**config.mk**
```make
export PLATFORM = sky130hd
export DESIGN_NAME = pgreg_port
export DESIGN_NICKNAME = d
export VERILOG_FILES = /design/src/rtl/pgreg_pkg.sv /design/src/rtl/pgreg_strobe.sv /design/src/rtl/pgreg_bank.sv /design/src/rtl/pgreg_port.sv
export SDC_FILE = /design/constraint.sdc
export NUM_CORES = 2
export LEC_CHECK = 0
export BUFFER_PORTS_ARGS = -buffer_cell sky130_fd_sc_hd__buf_2
export CAP_MARGIN = 20
export CORE_UTILIZATION = 30
export CTS_CLUSTER_DIAMETER = 60
export DETAILED_ROUTE_END_ITERATION = 7
export PLACE_DENSITY = 0.51
export REMOVE_ABC_BUFFERS = 1
export SYNTH_ARGS = -nofsm -noshare
export SYNTH_HDL_FRONTEND = slang
export SYNTH_SLANG_ARGS = --single-unit
```
**constraint.sdc**
```tcl
create_clock -name clk -period 53.6 [get_ports clk]
set_input_delay 2.68 -clock clk [delete_from_list [all_inputs] [get_ports clk]]
set_output_delay 2.68 -clock clk [all_outputs]
set_load 0.01 [all_outputs]
```
**src/rtl/pgreg_pkg.sv**
```systemverilog
package pgreg_pkg;
  localparam int unsigned DATA_W  = 8;
  localparam int unsigned IDX_W   = 4;
  localparam int unsigned N_PAGES = 15;
  localparam logic [15:0] RO_IDX_MASK = 16'hC000;
  typedef logic [DATA_W-1:0] byte_t;
endpackage

```
**src/rtl/pgreg_strobe.sv**
```systemverilog
module pgreg_strobe #(
  parameter int unsigned DW = 8,
  parameter int unsigned AW = 5
) (
  input  logic          clk,
  input  logic          rst_n,
  input  logic          style,
  input  logic          cs_n,
  input  logic          ctl_a,
  input  logic          ctl_b,
  input  logic [AW-1:0] addr,
  input  logic [DW-1:0] wdata,
  output logic          rd_act,
  output logic          commit,
  output logic [AW-1:0] cmt_addr,
  output logic [DW-1:0] cmt_data
);
  logic wr_act, wr_act_q;
  logic [AW-1:0] addr_q, addr_d;
  logic [DW-1:0] data_q, data_d;

  // style 1: separate active-low strobes; style 0: level + data strobe
  always_comb begin
    if (style) begin
      rd_act = !cs_n && !ctl_a;
      wr_act = !cs_n && !ctl_b;
    end else begin
      rd_act = !cs_n && !ctl_b && ctl_a;
      wr_act = !cs_n && !ctl_b && !ctl_a;
    end
    addr_d = wr_act ? addr  : addr_q;
    data_d = wr_act ? wdata : data_q;
  end

  always_ff @(posedge clk or negedge rst_n) begin
    if (!rst_n) begin
      wr_act_q <= 1'b0;
      addr_q   <= '0;
      data_q   <= '0;
    end else begin
      wr_act_q <= wr_act;
      addr_q   <= addr_d;
      data_q   <= data_d;
    end
  end

  assign commit   = wr_act_q && !wr_act;
  assign cmt_addr = addr_q;
  assign cmt_data = data_q;

  assert_commit_pulse_R10: assert property (@(posedge clk) disable iff (!rst_n)
    commit |=> !commit);
endmodule

```
**src/rtl/pgreg_bank.sv**
```systemverilog
module pgreg_bank #(
  parameter int unsigned DW      = 8,
  parameter int unsigned IW      = 4,
  parameter int unsigned NPAGE   = 15,
  parameter logic [(1<<IW)-1:0] RO_MASK = '0
) (
  input  logic          clk,
  input  logic          rst_n,
  input  logic          wr_en,
  input  logic [DW-1:0] wr_page,
  input  logic [IW-1:0] wr_idx,
  input  logic [DW-1:0] wr_data,
  input  logic [DW-1:0] rd_page,
  input  logic [IW-1:0] rd_idx,
  output logic [DW-1:0] rd_data
);
  localparam int unsigned NREG  = 1 << IW;
  localparam int unsigned NCELL = NPAGE * NREG;

  logic [NCELL-1:0][DW-1:0] cells;

  for (genvar p = 0; p < NPAGE; p++) begin : g_page
    for (genvar r = 0; r < NREG; r++) begin : g_reg
      if (RO_MASK[r]) begin : g_ro
        localparam int unsigned PATTERN = ((p + 1) << IW) | r;
        assign cells[p*NREG+r] = DW'(PATTERN);
      end else begin : g_rw
        logic          hit;
        logic [DW-1:0] q, d;
        always_comb begin
          hit = wr_en && (wr_page == DW'(p + 1)) && (wr_idx == IW'(r));
          d   = hit ? wr_data : q;
        end
        always_ff @(posedge clk or negedge rst_n) begin
          if (!rst_n) q <= '0;
          else        q <= d;
        end
        assign cells[p*NREG+r] = q;
      end
    end
  end

  always_comb begin
    rd_data = '0;
    if (rd_page >= DW'(1) && rd_page <= DW'(NPAGE))
      rd_data = cells[(int'(rd_page) - 1) * NREG + int'(rd_idx)];
  end

  assert_idle_hold_R4: assert property (@(posedge clk) disable iff (!rst_n)
    !wr_en |=> $stable(cells));
  assert_bad_page_R8: assert property (@(posedge clk) disable iff (!rst_n)
    (wr_en && (wr_page == '0 || wr_page > DW'(NPAGE))) |=> $stable(cells));
endmodule

```
**src/rtl/pgreg_port.sv**
```systemverilog
module pgreg_port
  import pgreg_pkg::*;
#(
  parameter int unsigned DW      = DATA_W,
  parameter int unsigned IW      = IDX_W,
  parameter int unsigned NPAGE   = N_PAGES,
  parameter logic [(1<<IW)-1:0] RO_MASK = RO_IDX_MASK
) (
  input  logic          clk,
  input  logic          rst_n,
  input  logic          bus_style_i,
  input  logic          cs_n_i,
  input  logic          ctl_a_i,
  input  logic          ctl_b_i,
  input  logic [IW:0]   addr_i,
  input  logic [DW-1:0] wdata_i,
  output logic [DW-1:0] rdata_o
);
  localparam int unsigned AW = IW + 1;

  logic [1:0] rst_sync;
  logic       rst_core_n;
  always_ff @(posedge clk or negedge rst_n) begin
    if (!rst_n) rst_sync <= 2'b00;
    else        rst_sync <= {rst_sync[0], 1'b1};
  end
  assign rst_core_n = rst_sync[1];

  logic          rd_act, commit;
  logic [AW-1:0] cmt_addr;
  logic [DW-1:0] cmt_data, bank_rd;
  logic [DW-1:0] page_q, page_d;
  logic          page_wr, reg_wr;

  pgreg_strobe #(.DW(DW), .AW(AW)) i_strobe (
    .clk(clk), .rst_n(rst_core_n), .style(bus_style_i), .cs_n(cs_n_i),
    .ctl_a(ctl_a_i), .ctl_b(ctl_b_i), .addr(addr_i), .wdata(wdata_i),
    .rd_act(rd_act), .commit(commit), .cmt_addr(cmt_addr), .cmt_data(cmt_data)
  );

  always_comb begin
    page_wr = commit && !cmt_addr[AW-1];
    reg_wr  = commit &&  cmt_addr[AW-1];
    page_d  = page_wr ? cmt_data : page_q;
  end

  always_ff @(posedge clk or negedge rst_core_n) begin
    if (!rst_core_n) page_q <= '0;
    else             page_q <= page_d;
  end

  pgreg_bank #(.DW(DW), .IW(IW), .NPAGE(NPAGE), .RO_MASK(RO_MASK)) i_bank (
    .clk(clk), .rst_n(rst_core_n), .wr_en(reg_wr), .wr_page(page_q),
    .wr_idx(cmt_addr[IW-1:0]), .wr_data(cmt_data),
    .rd_page(page_q), .rd_idx(addr_i[IW-1:0]), .rd_data(bank_rd)
  );

  always_comb begin
    rdata_o = '0;
    if (rd_act) rdata_o = addr_i[IW] ? bank_rd : page_q;
  end

  assert_page_load_R2: assert property (@(posedge clk) disable iff (!rst_core_n)
    (commit && !cmt_addr[AW-1]) |=> page_q == $past(cmt_data));
  assert_page_hold_R3: assert property (@(posedge clk) disable iff (!rst_core_n)
    !(commit && !cmt_addr[AW-1]) |=> $stable(page_q));
endmodule

```
* Word-level counts from Yosys, hierarchy flattened *
Index checks and enable logic that the tools add are counted.

word-level totals
  bits in registers = 1704
  output and inout port bits = 8
  logic and storage cells = 494

cells by class
  add/subtract/negate cells = 2
  $lt $le $gt $ge = 3
  eq/ne operators = 28
  muxes and demuxes = 7
  reductions and logical operators = 239

operators by type and width
  cell                                                                                  count
  1-bit logical AND                                                                     233
  8-bit binary-select mux with 8-bit select                                             1
  8-bit by 4-bit == test with 1-bit output (second input constant)                      8
  8-bit by 3-bit == test with 1-bit output (second input constant)                      4
  32-bit by 9-bit less-than comparator with 1-bit output (second input constant)        1
  8-bit 2-to-1 mux                                                                      4
  4-bit == test (second input constant)                                                 6
  4-bit by 3-bit == test with 1-bit output (second input constant)                      4
  8-bit by 2-bit == test with 1-bit output (second input constant)                      2
  13-bit by 5-bit adder with 14-bit output                                              1
  8-bit by 1-bit subtractor with 9-bit output (second input constant)                   1
  4-bit by 2-bit == test with 1-bit output (second input constant)                      2
  8-bit by 1-bit == test with 1-bit output (second input constant)                      1
  8-bit by 1-bit greater-or-equal comparator with 1-bit output (second input constant)  1
  8-bit by 4-bit <= comparator with 1-bit output (second input constant)                1
  1-bit logical NOT                                                                     5
  4-bit by 1-bit == test with 1-bit output (second input constant)                      1
  4-bit logical NOT                                                                     1
  1-bit 2-to-1 mux                                                                      2

* Logic depth before layout (Yosys ltp) *
  word-level depth = 9
  mapped depth = 14
  depth with buffers taken out = 9

* Modules after synthesis *
A second synthesis with hierarchy kept.

unflattened totals
  cells, all modules = 5316
  area total of the unflattened synthesis = 78789.3 um^2

by module, submodules not included
  module        times used  cells an instance  area an instance (um^2)
  pgreg_bank    1           5240               77634.5
  pgreg_strobe  1           37                 610.6
  pgreg_port    1           39                 544.3

* Worst setup path after synthesis *
No wires, ideal clock.

  kind = input to output
  start = in addr_i[0]
  end = out rdata_o[1]
  arrival time = 4.624 ns
  slack = 46.296 ns
  cell stages on the path = 9
  path buffers = 4
  path through = buf_6 > buf_12 > buf_6 > buf_4 > mux4_2 > a22oi_1 > nand3_1 > a32o_1 > a221o_1

on the way
  cells in the longest elaborated chain, start to end = 6

RTL lines
  what                                       line              source
  start: declaration                         pgreg_port.sv:15  input logic [IW:0] addr_i,
  13-bit by 5-bit adder with 14-bit output   pgreg_bank.sv:46  rd_data = cells[(int'(rd_page) - 1) * NREG + int'(rd_idx)];
  8-bit binary-select mux with 8-bit select  pgreg_bank.sv:46
  8-bit 2-to-1 mux (implied by the code)     pgreg_bank.sv:46
  8-bit 2-to-1 mux                           pgreg_bank.sv:45  if (rd_page >= DW'(1) && rd_page <= DW'(NPAGE))
  8-bit 2-to-1 mux (2 in series)             pgreg_port.sv:60  if (rd_act) rdata_o = addr_i[IW] ? bank_rd : page_q;
  end: declaration                           pgreg_port.sv:17  output logic [DW-1:0] rdata_o

No other way between the ends. The select of a mux whose other input is x is not followed.

* Worst setup path in the final report *
  start = in addr_i[1]
  end = out rdata_o[4]

The elaborated chain is that of the path after synthesis.

==> run metrics <==
hold slack=0.3445 ns; Longest Clk Path Bufs=3; Die Y=516.5 um; CP max stage delay=0.78 ns; Pre-antenna DRT Iters=5; Residual DRC=0; GRT met2 Usage=32.14%; GRT Total Usage=20.32%; commonest non-fill, non-tap cell in the layout=mux2_2; CP Capture Point=rdata_o[4]; Sink Count=1704; Post-Route WL=269300 um; Nets=5434; CTS tree=yes; Fin. Hold Viols=0; status=finished clean; initial antenna violation count=12; FF-to-FF Start=page_q[0]$_DFFE_PN0P_; maximum VDD drop=0.03482 mV; CP endpoint kind=output pin; post_cts resized=0; M3 GR Usage=3.545%; Cell Pwr Density=34.78 mW/mm^2; Synth-to-Final Area Change=13.42%; total chip power=0.003133 W; crit path time final=10.74 ns; Crit Reg-Reg Endpoint=i_bank.g_page[13].g_reg[2].g_rw.q[2]$_DFFE_PN0P_; ordered cell list for the critical path=buf_8 -> buf_4 -> buf_4 -> buf_4 -> nor2b_4 -> buf_4 -> nand2_1 -> o21ai_0 -> a21oi_1 -> o21ai_0 -> o21ai_0 -> o221ai_1 -> buf_2; setup TNS=0 ns; Detailed Route Iter0 Violations=3960; setup ws final=42.86 ns; internal reg-to-reg setup slack=49.59 ns; H-tree Lvls=4; setup bufs post-CTS=0; Hold Path Class=reg2reg; RSZ-0062 raised after global routing=false; CTS Buf Count=199; Post-synth EDFFs=0; Slew HR=18.49%; Worst R2R Path Depth=7; initial core utilization=30.22%; Top Usage Layer GRT=met2; DR WL/cell=29.61 um; buffers added on ports=26; share of layout cells above drive strength 1=48.66%; total grt overflow=0; die area=0.2668 sq mm; Netlist Area Pre-Place=0.07941 sq mm; Max Cap Viol=0; Via Count=49081; row count=188; RePlAce Congestion=0.8768; slowest CP cell=buf_4; Clock Root Buffer=clkbuf_16; clk_lat worst skew=0.86 ns; syn_area_per_cell=14.55 sq um; sequential fraction of the synthesis area=53.69%; Vias/cell=5.396; Worst Skew=0.05651 ns; asr flop ratio synth=100.0%; count of state elements after synthesis=1704; count of cell types in the netlist=85; ys flop type=dfrtp_1; final max-slew violation count=0; Global Route met1 Usage=28.05%; Setup violations, final=0; WP data arrival=8.06 ns; clock-pin slew on the worst setup and hold paths=0.05 ns; Yosys warning total=0; Post-DP HPWL=171200 um; die width=516.5 um; area of the core=0.2627 sq mm; # IOs=27; CP Launch Point=addr_i[1]; Routed Antenna Nets=0; first-pass GRT wire length=393500 um; fin area=0.09007 sq mm; post-synthesis cell count=5458; Pleak=41.67 nW; Critical Path RT=50.92 ns; vias in the first global route=51171; worst-path maximum fanout=48; Peak Freq=93.14 MHz; Least-Margin Pin Slew=1.218 ns; pre-CTS setup slack=42.93 ns; Placed Area=0.08316 sq mm; Most common cell on crit path=buf_4; hold_buf cts=0; crit path kind=in2out; commonest non-fill, non-tap cells in the layout=1721 x mux2_2, 1694 x dfrtp_1, 272 x mux4_2, 200 x mux2i_1, 199 x clkbuf_16; Final Cycle Share=20.03%; critical path launch point type=input pin; largest net degree at the start of global routing=171
==> stage by stage <==
step	std cells	util, %
floorplan	5041	-
global placement	8715	31.64
detailed placement	8718	31.65
CTS	9084	34.22
global route	9091	34.28
finish	9095	34.28
==> cells by family (layout without fill, tap and decap cells) <==
group	Yosys count	count (layout)	share of synthesized area, %
buffers and inverters	429	546	2.683
and+or+nand+nor	588	588	4.197
xor gates and xnor gates	2	2	0.02206
other	1	6	0.004722
DFF	1704	1704	53.69
muxes	2219	2219	35.01
AOI/OAI and AO/OA	510	510	4.309
adders and majority gates	5	5	0.07878
==> worst min path at each step <==
stage,from,endpoint,cells after the start
global placement,rst_sync[0]$_DFF_PN0_,rst_sync[1]$_DFF_PN0_,0
detailed placement,rst_sync[0]$_DFF_PN0_,rst_sync[1]$_DFF_PN0_,0
CTS,rst_sync[0]$_DFF_PN0_,rst_sync[1]$_DFF_PN0_,0
finish,rst_sync[0]$_DFF_PN0_,rst_sync[1]$_DFF_PN0_,0
floorplan,rst_sync[0]$_DFF_PN0_,rst_sync[1]$_DFF_PN0_,0
global route,rst_sync[0]$_DFF_PN0_,rst_sync[1]$_DFF_PN0_,0
==> final cells by class <==
type	instances	area, sq um
antenna	5	12.51
clock buffer	293	5813
clock inverter	73	930.9
fill	25574	172700
inverter	12	45.04
multi-input combinational	3325	34770
sequential	1704	42680
tap	3515	4398
timing repair buffer	168	1425
==> routing by layer <==
| metal | routed length (um) | share of wire [%] |
|---|---|---|
| met3 | 14660 | 5.4 |
| met4 | 9351 | 3.5 |
| met5 | 27 | 0.010 |
| met1 | 119600 | 44 |
| met2 | 125700 | 47 |
==> synth_stat cells, types with 5 or more instances <==
cell / instances / share of area [%]
dfrtp_1: 1704 / 54
inv_1: 10 / 0.047
nor3_1: 11 / 0.069
and2_1: 9 / 0.071
buf_6: 27 / 0.38
a22oi_1: 50 / 0.47
nor4_1: 11 / 0.087
buf_2: 88 / 0.55
o311ai_1: 5 / 0.055
o2111ai_1: 8 / 0.088
a221oi_1: 18 / 0.20
o221ai_1: 38 / 0.42
o31ai_1: 8 / 0.076
a31oi_1: 25 / 0.20
nor2b_1: 26 / 0.20
nand3_1: 41 / 0.26
nand2b_1: 13 / 0.10
o21ai_0: 106 / 0.67
nand2_1: 162 / 0.77
buf_4: 39 / 0.37
a2111oi_0: 8 / 0.088
mux4_2: 272 / 7.7
nor2_1: 96 / 0.45
mux2i_1: 200 / 2.5
o211ai_1: 11 / 0.10
and3_1: 8 / 0.063
mux2_1: 25 / 0.35
clkbuf_1: 246 / 1.2
a22o_1: 9 / 0.099
nor2_4: 63 / 0.89
o311ai_0: 7 / 0.077
mux2_2: 1721 / 24
nand4_1: 11 / 0.087
ha_1: 5 / 0.079
o22ai_1: 31 / 0.24
a21oi_1: 98 / 0.62
a221o_1: 5 / 0.063
o21ai_1: 11 / 0.069
nor2_2: 114 / 0.90
a211oi_1: 25 / 0.24
buf_1: 12 / 0.057
==> report_power, final <==
group          internal, W  switching (W)  leakage (nW)
registers          0.00130      0.0000364          23.8
clock network     0.000810       0.000581          3.32
logic            0.0000882       0.000316          14.6
==> registers in the layout, indices dropped and copies added, names as in the netlist <==
register	count
i_strobe.wr_act_q	1
i_strobe.cmt_data	8
i_strobe.cmt_addr	5
i_bank.g_page.g.g_rw.q	1680
rst_sync	2
page_q	8
==> worst max-delay path, delay by kind of cell <==
family          cells  cell delay, ns
simple gates        2            0.72
compound gates      5            1.64
buf+inv             6            2.85
Power figures use the tool's default switching activity.
